===== src/rtl/dcs_pkg.sv =====
package dcs_pkg;

  // Externally visible channel status
  typedef enum logic [1:0] {
    ST_IDLE   = 2'd0,
    ST_FETCH  = 2'd1,
    ST_XFER   = 2'd2,
    ST_REREAD = 2'd3
  } dcs_status_e;

  // Internal sequencer state
  typedef enum logic [2:0] {
    F_IDLE,
    F_FETCH,
    F_OFFER,
    F_RUN,
    F_RR
  } dcs_fsm_e;

  localparam int DESC_WORDS = 4;

  function automatic dcs_status_e to_status(dcs_fsm_e s);
    case (s)
      F_FETCH:        return ST_FETCH;
      F_OFFER, F_RUN: return ST_XFER;
      F_RR:           return ST_REREAD;
      default:        return ST_IDLE;
    endcase
  endfunction

endpackage


===== src/rtl/dcs_rd_port.sv =====
// Single-outstanding word read port: request held until ready, response always taken.
module dcs_rd_port #(
  parameter int W = 32
) (
  input  logic         clk,
  input  logic         rst_n,
  input  logic         issue,
  input  logic [W-1:0] issue_addr,
  output logic         req_valid,
  input  logic         req_ready,
  output logic [W-1:0] req_addr,
  input  logic         rsp_valid,
  input  logic [W-1:0] rsp_data,
  output logic         done,
  output logic [W-1:0] data
);

  logic pend;

  always_ff @(posedge clk) begin
    if (!rst_n) begin
      req_valid <= 1'b0;
      req_addr  <= '0;
      pend      <= 1'b0;
    end else begin
      if (req_valid) begin
        if (req_ready) req_valid <= 1'b0;
      end else if (!pend && issue) begin
        req_valid <= 1'b1;
        req_addr  <= issue_addr;
        pend      <= 1'b1;
      end
      if (pend && !req_valid && rsp_valid) pend <= 1'b0;
    end
  end

  assign done = pend && !req_valid && rsp_valid;
  assign data = rsp_data;

endmodule


===== src/rtl/dcs_resume_flag.sv =====
// Resume flag: a set in the same cycle as a clear wins.
module dcs_resume_flag (
  input  logic clk,
  input  logic rst_n,
  input  logic set,
  input  logic clr,
  output logic q
);

  always_ff @(posedge clk) begin
    if (!rst_n) q <= 1'b0;
    else        q <= set | (q & ~clr);
  end

endmodule


===== src/rtl/dcs_desc_store.sv =====
// Holds the words of the descriptor being fetched.
module dcs_desc_store #(
  parameter int W  = 32,
  parameter int NW = 4,
  localparam int IDXW = (NW > 1) ? $clog2(NW) : 1
) (
  input  logic                 clk,
  input  logic                 rst_n,
  input  logic                 wr_en,
  input  logic [IDXW-1:0]      wr_idx,
  input  logic [W-1:0]         wr_data,
  output logic [NW-1:0][W-1:0] words
);

  for (genvar g = 0; g < NW; g++) begin : g_word
    always_ff @(posedge clk) begin
      if (!rst_n)                                  words[g] <= '0;
      else if (wr_en && wr_idx == IDXW'(g))        words[g] <= wr_data;
    end
  end

endmodule


===== src/rtl/dma_chain_seq.sv =====
module dma_chain_seq
  import dcs_pkg::*;
#(
  parameter int W = 32
) (
  input  logic         clk,
  input  logic         rst_n,
  input  logic         ctl_we,
  input  logic         ctl_start,
  input  logic         ctl_resume,
  input  logic [W-1:0] ctl_next_addr,
  output logic         rd_req_valid,
  input  logic         rd_req_ready,
  output logic [W-1:0] rd_req_addr,
  input  logic         rd_rsp_valid,
  input  logic [W-1:0] rd_rsp_data,
  output logic         xfer_valid,
  input  logic         xfer_ready,
  output logic [W-1:0] xfer_src,
  output logic [W-1:0] xfer_dst,
  output logic [W-1:0] xfer_len,
  input  logic         xfer_done,
  output logic [W-1:0] cur_desc_addr,
  output logic [W-1:0] next_desc_addr,
  output logic         resume_pending,
  output logic [1:0]   status
);

  localparam int NW       = DESC_WORDS;
  localparam int IDXW     = $clog2(NW);
  localparam int BYTE_SH  = $clog2(W / 8);

  dcs_fsm_e               fsm;
  logic [W-1:0]           cda, nda;
  logic [IDXW-1:0]        idx;
  logic                   rd_issue, rd_done;
  logic [W-1:0]           rd_issue_addr, rd_data;
  logic                   start_hit, res_set, res_clr, res_q, store_we;
  logic [NW-1:0][W-1:0]   words;

  always_comb begin
    start_hit     = (fsm == F_IDLE) && ctl_we && ctl_start && (ctl_next_addr != '0);
    rd_issue      = (fsm == F_FETCH) || (fsm == F_RR);
    rd_issue_addr = (fsm == F_RR) ? cda : cda + (W'(idx) << BYTE_SH);
    store_we      = (fsm == F_FETCH) && rd_done;
    res_set       = ctl_we && ctl_resume;
    res_clr       = ((fsm == F_IDLE) && !start_hit && res_q) ||
                    ((fsm == F_RUN) && xfer_done);
  end

  dcs_rd_port #(.W(W)) u_rd (
    .clk        (clk),
    .rst_n      (rst_n),
    .issue      (rd_issue),
    .issue_addr (rd_issue_addr),
    .req_valid  (rd_req_valid),
    .req_ready  (rd_req_ready),
    .req_addr   (rd_req_addr),
    .rsp_valid  (rd_rsp_valid),
    .rsp_data   (rd_rsp_data),
    .done       (rd_done),
    .data       (rd_data)
  );

  dcs_resume_flag u_res (
    .clk   (clk),
    .rst_n (rst_n),
    .set   (res_set),
    .clr   (res_clr),
    .q     (res_q)
  );

  dcs_desc_store #(.W(W), .NW(NW)) u_store (
    .clk     (clk),
    .rst_n   (rst_n),
    .wr_en   (store_we),
    .wr_idx  (idx),
    .wr_data (rd_data),
    .words   (words)
  );

  always_ff @(posedge clk) begin
    if (!rst_n) begin
      fsm <= F_IDLE;
      cda <= '0;
      nda <= '0;
      idx <= '0;
    end else begin
      case (fsm)
        F_IDLE: begin
          if (start_hit) begin
            nda <= ctl_next_addr;
            cda <= ctl_next_addr;
            idx <= '0;
            fsm <= F_FETCH;
          end else if (res_q) begin
            fsm <= F_RR;
          end
        end
        F_FETCH: begin
          if (rd_done) begin
            if (idx == '0) nda <= rd_data;
            if (idx == IDXW'(NW - 1)) fsm <= F_OFFER;
            else                      idx <= idx + 1'b1;
          end
        end
        F_OFFER: begin
          if (xfer_ready) fsm <= F_RUN;
        end
        F_RUN: begin
          if (xfer_done) begin
            if (nda != '0) begin
              cda <= nda;
              idx <= '0;
              fsm <= F_FETCH;
            end else if (res_q) begin
              fsm <= F_RR;
            end else begin
              fsm <= F_IDLE;
            end
          end
        end
        F_RR: begin
          if (rd_done) begin
            nda <= rd_data;
            if (rd_data != '0) begin
              cda <= rd_data;
              idx <= '0;
              fsm <= F_FETCH;
            end else begin
              fsm <= F_IDLE;
            end
          end
        end
        default: fsm <= F_IDLE;
      endcase
    end
  end

  assign xfer_valid     = (fsm == F_OFFER);
  assign xfer_src       = words[1];
  assign xfer_dst       = words[2];
  assign xfer_len       = words[3];
  assign cur_desc_addr  = cda;
  assign next_desc_addr = nda;
  assign resume_pending = res_q;
  assign status         = to_status(fsm);

endmodule


===== config.mk =====
export PLATFORM = sky130hd
export DESIGN_NAME = dma_chain_seq
export DESIGN_NICKNAME = d
export VERILOG_FILES = /design/src/rtl/dcs_pkg.sv /design/src/rtl/dcs_rd_port.sv /design/src/rtl/dcs_resume_flag.sv /design/src/rtl/dcs_desc_store.sv /design/src/rtl/dma_chain_seq.sv
export SDC_FILE = /design/constraint.sdc
export NUM_CORES = 1
export LEC_CHECK = 0
export CORE_ASPECT_RATIO = 1.4
export CORE_MARGIN = 10
export CORE_UTILIZATION = 30
export CTS_CLUSTER_SIZE = 14
export DETAILED_ROUTE_END_ITERATION = 10
export PLACE_DENSITY = 0.58
export SLEW_MARGIN = 20
export SYNTH_ARGS = -nofsm -noshare
export SYNTH_HDL_FRONTEND = slang
export SYNTH_SLANG_ARGS = --single-unit

===== constraint.sdc =====
create_clock -name clk -period 1.9 [get_ports clk]
set_input_delay 0.475 -clock clk [delete_from_list [all_inputs] [get_ports clk]]
set_output_delay 0.475 -clock clk [all_outputs]
set_load 0.05 [all_outputs]

==> impl_metrics.yaml, run 1 <==
global_route:
  grt_overflow: 0
  antenna_found_initial: 4
  grt_pass1_vias: 10250
  grt_usage_pct: 20.71
  grt_first_pass_wirelength_um: 63310
  grt_max_degree: 67
worst_setup_path:
  cp_data_required_time_ps: 2250
  crit_arrival_ps: 2300
  crit_path_start_kind: "flip-flop"
  path_class: "reg -> reg"
  crit_fanout: 5
  end_kind: "flip-flop"
cells_and_area:
  nFillCells: 3127
  area_growth_pct: 54.40
  design.final.nets: 1687
  drive_gt1_share_pct: 33.15
  final_area_um2: 14980
synthesis:
  ys_ff_latch: 200
  netlist_area_um2: 9704
  synth_top_flop_cell: "dfxtp_1"
  synth_top_area_share_pct: 41.26
  synth_area_leaders: "dfxtp_1, nand2_1, mux2i_1"
  synth_most_common_cell: "nand2_1"
  syn_inst: 1198
  async_flop_share_pct: 0
  synth_cell_types: 56
  synth_top_cell_by_area: "dfxtp_1"
  synth_nets: 1278
  yosys_warnings: 0
  synth_area_per_cell_um2: 8.100
  synth_edf_count: 0
  synth.top_cells.by_count: "nand2_1, dfxtp_1, a21oi_1"
  yosysSeqAreaShare_pct: 41.26
clocking:
  cts_buffers: 17
  cts_sinks: 200
  h-tree-depth: 4
  cts_buffer_depth: 2
  worstSkewPairLatency_ps: 460
  cts_tree: "done"
  clkTransAtPathRegs_ps: 70
  cts_root_buf: "clkbuf_16"
floorplanning:
  num_rows: 77
  fp.coreArea_um2: 31790
  dieArea_um2: 40040
  die_h_um: 232.8
  fp.dieW_um: 172.0
  pin_count: 270
  start_util_pct: 30.52
placed_design:
  placed_area_um2: 13650
  dp_slack_ps: -1201
  io_buffers: 269
  place_congestion: 0.8940
  dp_hpwl_um: 31880
route:
  ant_nets: 0
  route.detailed.drc: 0
  drtIter0Drc: 675
  via_per_inst: 5.264
  routed-via-count: 10630
  dr.pass1.iters: 5
  wirelength_um: 43270
  wl_per_cell_um: 21.43
timing:
  setup_viol_count_final: 46
  timing.hold.ws_ps: 454.7
  tightest_slew_ps: 420.5
  setup_ws_ps: -56.32
  period_share_pct: 103.0
  hold_violations: 0
  fin_skew_ps: 8.594
  slew-limit-headroom_pct: 71.94
  fin_setup_tns_ps: -697.4
  rsz0062_at_grt: "true"
  drv_slew: 0
  max_freq_mhz: 511.2
  min_period_ps: 1956
power_and_ir_drop:
  power.share.switching_pct: 43.76
  p_switching_mw: 8.717
  leakagePower_nw: 6.470
  power.density_nw_per_um2: 1329
  seqPwrFrac_pct: 27.8
  intPower_mw: 11.20
  p_clk_share_pct: 18.5
  p_total_mw: 19.92
  p_comb_share_pct: 53.7
  irDropWorstVdd_mv: 0.7349
run_status:
  violations: "negative setup slack"
  status: "complete, but fails checks"
worst_hold_path:
  hp-class: "reg -> reg"
run:
  drv_cap: 0
## kinds of logic after synthesis
group	Yosys count	synth area share [%]
flops	200	41.26
simple gates	484	21.82
fa+ha+maj	7	0.9799
xor+xnor	28	2.527
mux	66	6.808
compound gates	302	21.34
buf+inv	111	5.273
## final cells by class
| cell class | count | area (um^2) | area share (%) |
|---|---|---|---|
| Clock inverter | 12 | 113.9 | 0.7599 |
| Clock buffer | 20 | 467.9 | 3.123 |
| Multi-Input combinational cell | 887 | 5539 | 36.97 |
| Tap cell | 395 | 494.2 | 3.299 |
| Sequential cell | 200 | 4031 | 26.91 |
| Inverter | 13 | 53.80 | 0.3591 |
| Timing Repair Buffer | 488 | 4273 | 28.52 |
| Antenna cell | 4 | 10.01 | 0.06681 |
## critical path, stage by stage (launching register included)
cell	delay, ps
dfxtp_4	370
ha_4	140
inv_2	30
fa_2	360
nor3b_4	210
buf_6	140
and3_4	230
and3_4	200
xnor2_2	100
a21oi_1	70
## flip-flops by register name, indices dropped and copies added, names as in the netlist
name and cells:
u_store.words 96, u_rd.req_valid 1, u_rd.pend 1, u_res.q 1, idx 2, next_desc_addr 32
fsm 3, cur_desc_addr 32, u_rd.req_addr 32
## what timing repair did
| item | CTS | global route |
|---|---|---|
| setup buffers | 26 | 12 |
| gates resized for setup | 105 | 79 |
| pin swaps | 49 | 40 |
| setup endpoints to repair | 84 | 88 |
| gates cloned | 3 | 4 |
| hold buffers | 0 | 0 |
## metrics by stage
stage	util, %	instances
after floorplan	-	1198
after global placement	42.92	1942
after detailed placement	42.92	1942
after CTS	46.10	2000
after global routing	47.13	2019
final	47.13	2019
## placed cells by master (no fill, tap or decap), drive strengths merged, types with 4 or more instances in the layout
cell type	netlist	layout
buf	46	415
nand2	316	316
dfxtp	200	200
a21oi	69	69
mux2i	66	66
a21boi	59	59
o21ai	56	56
nor2	54	54
nor3	37	37
clkbuf	52	35
o22ai	34	34
dlygate4sd2	0	33
o2111ai	33	33
o211a	32	32
nor4	24	24
xor2	16	16
inv	13	16
nand4	12	12
nand3	12	12
xnor2	12	12
clkdlybuf4s15	0	9
dlymetal6s2s	0	9
a211oi	8	8
and3	8	8
clkdlybuf4s50	0	6
and2	6	6
ha	6	6
and4	5	5
diode	0	4
clkinvlp	0	4
nor3b	4	4
clkinv	0	4
## worst paths after layout
kind,startpoint,endpoint,slack (ps),cells past startpoint
worst max-delay path,cur_desc_addr[2]$_SDFFE_PN0P_,u_rd.req_addr[28]$_SDFFE_PN0P_,-60,9
worst min-delay path,u_store.words[37]$_SDFFE_PN0P_,u_store.words[37]$_SDFFE_PN0P_,450,2
worst min register to register,u_store.words[37]$_SDFFE_PN0P_,u_store.words[37]$_SDFFE_PN0P_,450,2
worst max register to register,cur_desc_addr[2]$_SDFFE_PN0P_,u_rd.req_addr[28]$_SDFFE_PN0P_,-60,9
## power by group through the flow
stage               Clock (mW)  Sequential (mW)  Combinational, mW
global placement             0             5.56               9.66
finish                    3.68             5.54               10.7
floorplan                    0             8.06               3.60
global route              3.91             5.64               11.3
CTS                       3.76             5.53               10.4
detailed placement           0             5.59               9.73
## layer usage
layer  global-route usage [%]  up-vias  share of wire, %
li1                         -     5038                 -
met1                    23.65     5061                39
met2                    34.64      438                49
met3                    5.457       92               7.3
met4                    10.78        0               5.1
met5                        0        -                 0
(Power assumes the default switching activity.)
==> inputs of run 2 (changes only) <==
--- a/config.mk
+++ b/config.mk
@@ -8,7 +8,7 @@
 export CORE_ASPECT_RATIO = 1.4
 export CORE_MARGIN = 10
 export CORE_UTILIZATION = 30
-export CTS_CLUSTER_SIZE = 14
+export CTS_CLUSTER_SIZE = 12
 export DETAILED_ROUTE_END_ITERATION = 10
 export PLACE_DENSITY = 0.58
 export SLEW_MARGIN = 20
==> results of run 2 <==
The final DEF is identical to that of run 1; final timing and power are the same.
==> inputs of run 3 (changes only) <==
--- a/config.mk
+++ b/config.mk
@@ -5,7 +5,7 @@
 export SDC_FILE = /design/constraint.sdc
 export NUM_CORES = 1
 export LEC_CHECK = 0
-export CORE_ASPECT_RATIO = 1.4
+export CORE_ASPECT_RATIO = 0.75
 export CORE_MARGIN = 10
 export CORE_UTILIZATION = 30
 export CTS_CLUSTER_SIZE = 12
==> run 3 against run 2 <==
Compared with the run above:
- the flow still finishes with violations (negative setup slack)
- highest routed layer is now met5
- critical path type unchanged
- sequential cell count unchanged
- sequential power about the same
- critical path depth unchanged
- routed wire length increased by 1.5%
==> impl_metrics.yaml, run 3 (synthesized netlist as in run 1, its figures left out) <==
worst_setup_path:
  r2r_cells: 9
  reg2reg_slack_ps: -80
  path_buf_inv: 4
  r2r_start: "fsm[0]$_SDFFE_PN0P_"
  crit_start: "fsm[0]$_SDFFE_PN0P_"
  crit_path_start_kind: "flip-flop"
  cp_top_family: "compound AO/OA/AOI/OAI gates"
  crit_fanout: 6
  crit_chain: "buf_6, buf_6, nand3_2, a21o_1, a21oi_4, buf_12, clkbuf_16, nand2_1, o211a_1"
  path_class: "reg -> reg"
  r2r-end: "next_desc_addr[13]$_SDFFE_PN0P_"
  crit_top_cell: "buf_6"
  critPathSlowestCell: "a21oi_4"
  crit_arrival_ps: 2320
  cp_data_required_time_ps: 2250
  end_kind: "flip-flop"
  cpPeakStageDelay_ps: 500
floorplanning:
  dieArea_um2: 40020
  fp.coreArea_um2: 31600
  die_h_um: 175.8
  num_rows: 56
  fp.dieW_um: 227.7
  start_util_pct: 30.71
  pin_count: 270
placed_design:
  placed_area_um2: 13850
  dp_slack_ps: -1164
  place_congestion: 0.9107
  dp_hpwl_um: 31670
  io_buffers: 269
timing:
  fin_skew_ps: 13.59
  setup_ws_ps: -76.36
  drv_slew: 0
  period_share_pct: 104.0
  tightest_slew_ps: 577.5
  setup_viol_count_final: 65
  rsz0062_at_grt: "true"
  max_freq_mhz: 506.0
  min_period_ps: 1976
  fin_setup_tns_ps: -1805
  slew-limit-headroom_pct: 61.42
  hold_violations: 0
cells_and_area:
  final_cell_mix: "buf_4, nand2_1, dfxtp_1, a21oi_1, mux2i_1"
  drive_gt1_share_pct: 35.87
  largest_reg_flops: 96
  final_area_um2: 15320
  top_register: "u_store.words"
  layout_commonest_cell: "buf_4"
  nFillCells: 3066
  design.final.nets: 1714
  area_growth_pct: 57.88
power_and_ir_drop:
  p_comb_share_pct: 55.2
  p_switching_mw: 9.069
  p_total_mw: 20.50
  intPower_mw: 11.43
  leakagePower_nw: 6.557
  irDropWorstVdd_mv: 0.8017
  seqPwrFrac_pct: 26.9
  p_clk_share_pct: 17.9
  power.density_nw_per_um2: 1338
  power.share.switching_pct: 44.23
route:
  route.detailed.drc: 0
  via_per_inst: 5.160
  drtIter0Drc: 1071
  dr.pass1.iters: 5
  wirelength_um: 43930
  routed-via-count: 10740
  ant_nets: 0
  wl_per_cell_um: 21.11
global_route:
  grt_max_degree: 60
  grt_overflow: 0
  grt_pass1_vias: 10320
  grt_usage_pct: 21.08
  antenna_found_initial: 2
  grt_first_pass_wirelength_um: 65000
clocking:
  cts_tree: "done"
  cts_sinks: 200
  cts_root_buf: "clkbuf_16"
  cts_buffers: 17
  clkTransAtPathRegs_ps: 80
  worstSkewPairLatency_ps: 450
  hold_buffers: 0
  cts_buffer_depth: 2
  h-tree-depth: 4
worst_hold_path:
  min_from: "rst_n"
  worstHoldEndpoint: "next_desc_addr[17]$_SDFFE_PN0P_"
  holdPathStages: 2
  hp-class: "in -> reg"
run_status:
  status: "complete, but fails checks"
  violations: "negative setup slack"
run:
  drv_cap: 0
run 3: cell count changes in the layout (fill, tap and decap cells not counted), moves of 5 or more:
cell | before | now
buf_2 | 1 | 7
clkdlybuf4s15_1 | 9 | 15
clkbuf_2 | 12 | 17
dlymetal6s2s_1 | 9 | 1
buf_6 | 6 | 15
buf_4 | 375 | 394
dlygate4sd2_1 | 33 | 21
run 3: worst max path at each step:
stage                                                 end  cells past startpoint
after global routing      next_desc_addr[13]$_SDFFE_PN0P_                     10
final                     next_desc_addr[13]$_SDFFE_PN0P_                      9
after floorplan            u_rd.req_addr[28]$_SDFFE_PN0P_                      8
after global placement    next_desc_addr[29]$_SDFFE_PN0P_                      8
after detailed placement   cur_desc_addr[19]$_SDFFE_PN0P_                     10
after CTS                  u_rd.req_addr[26]$_SDFFE_PN0P_                      8
run 3: power groups by stage:
stage	clock [mW]	combinational [mW]	sequential [mW]
2_1_floorplan	0	3.60	8.06
3_3_place_gp	0	9.80	5.54
3_5_place_dp	0	9.87	5.56
4_1_cts	3.74	11.0	5.49
5_1_grt	3.92	11.9	5.62
6_report	3.67	11.3	5.52
run 3: timing repair:
action	CTS	global route
setup endpoints to repair	80	92
gates cloned	7	2
setup buffers	33	7
endpoints found under the hold margin	0	0
gates resized for setup	170	104
pin swaps	44	37
run 3: final cells by class:
type / count / area [um^2] / area share [%]
clock inverters: 12 / 117.6 / 0.7677
repair buffers: 515 / 4462 / 29.12
well taps: 435 / 544.3 / 3.552
clock buffers: 18 / 429.2 / 2.801
inverters: 13 / 66.31 / 0.4328
diodes: 1 / 2.502 / 0.01633
flip-flops and latches: 200 / 4033 / 26.32
multi-input cells: 887 / 5667 / 36.99
run 3: metrics by stage:
stage          util (%)  hold WS [ps]  instances
5_1_grt           48.48         354.0       2080
4_1_cts           47.70         339.0       2073
3_3_place_gp      43.84         441.7       2008
6_report          48.48         361.9       2081
3_5_place_dp      43.84         445.5       2008
2_1_floorplan         -         444.4       1198
run 3: worst reg2reg max path: cells and delay by family, from the launching register on:
kind,cells,cell delay (ps)
flip-flops,1,410
AO/OA/AOI/OAI,3,800
AND/OR/NAND/NOR,2,100
buffers and inverters,4,570
run 3: per-layer routing:
metal	GRT usage [%]	vias up	share of wire (%)	wire, um
li1	-	5095	-	-
met1	28.40	5150	44	19280
met2	32.22	440	44	19510
met3	6.641	50	9.9	4362
met4	4.433	4	1.7	750
met5	0	-	0.055	24
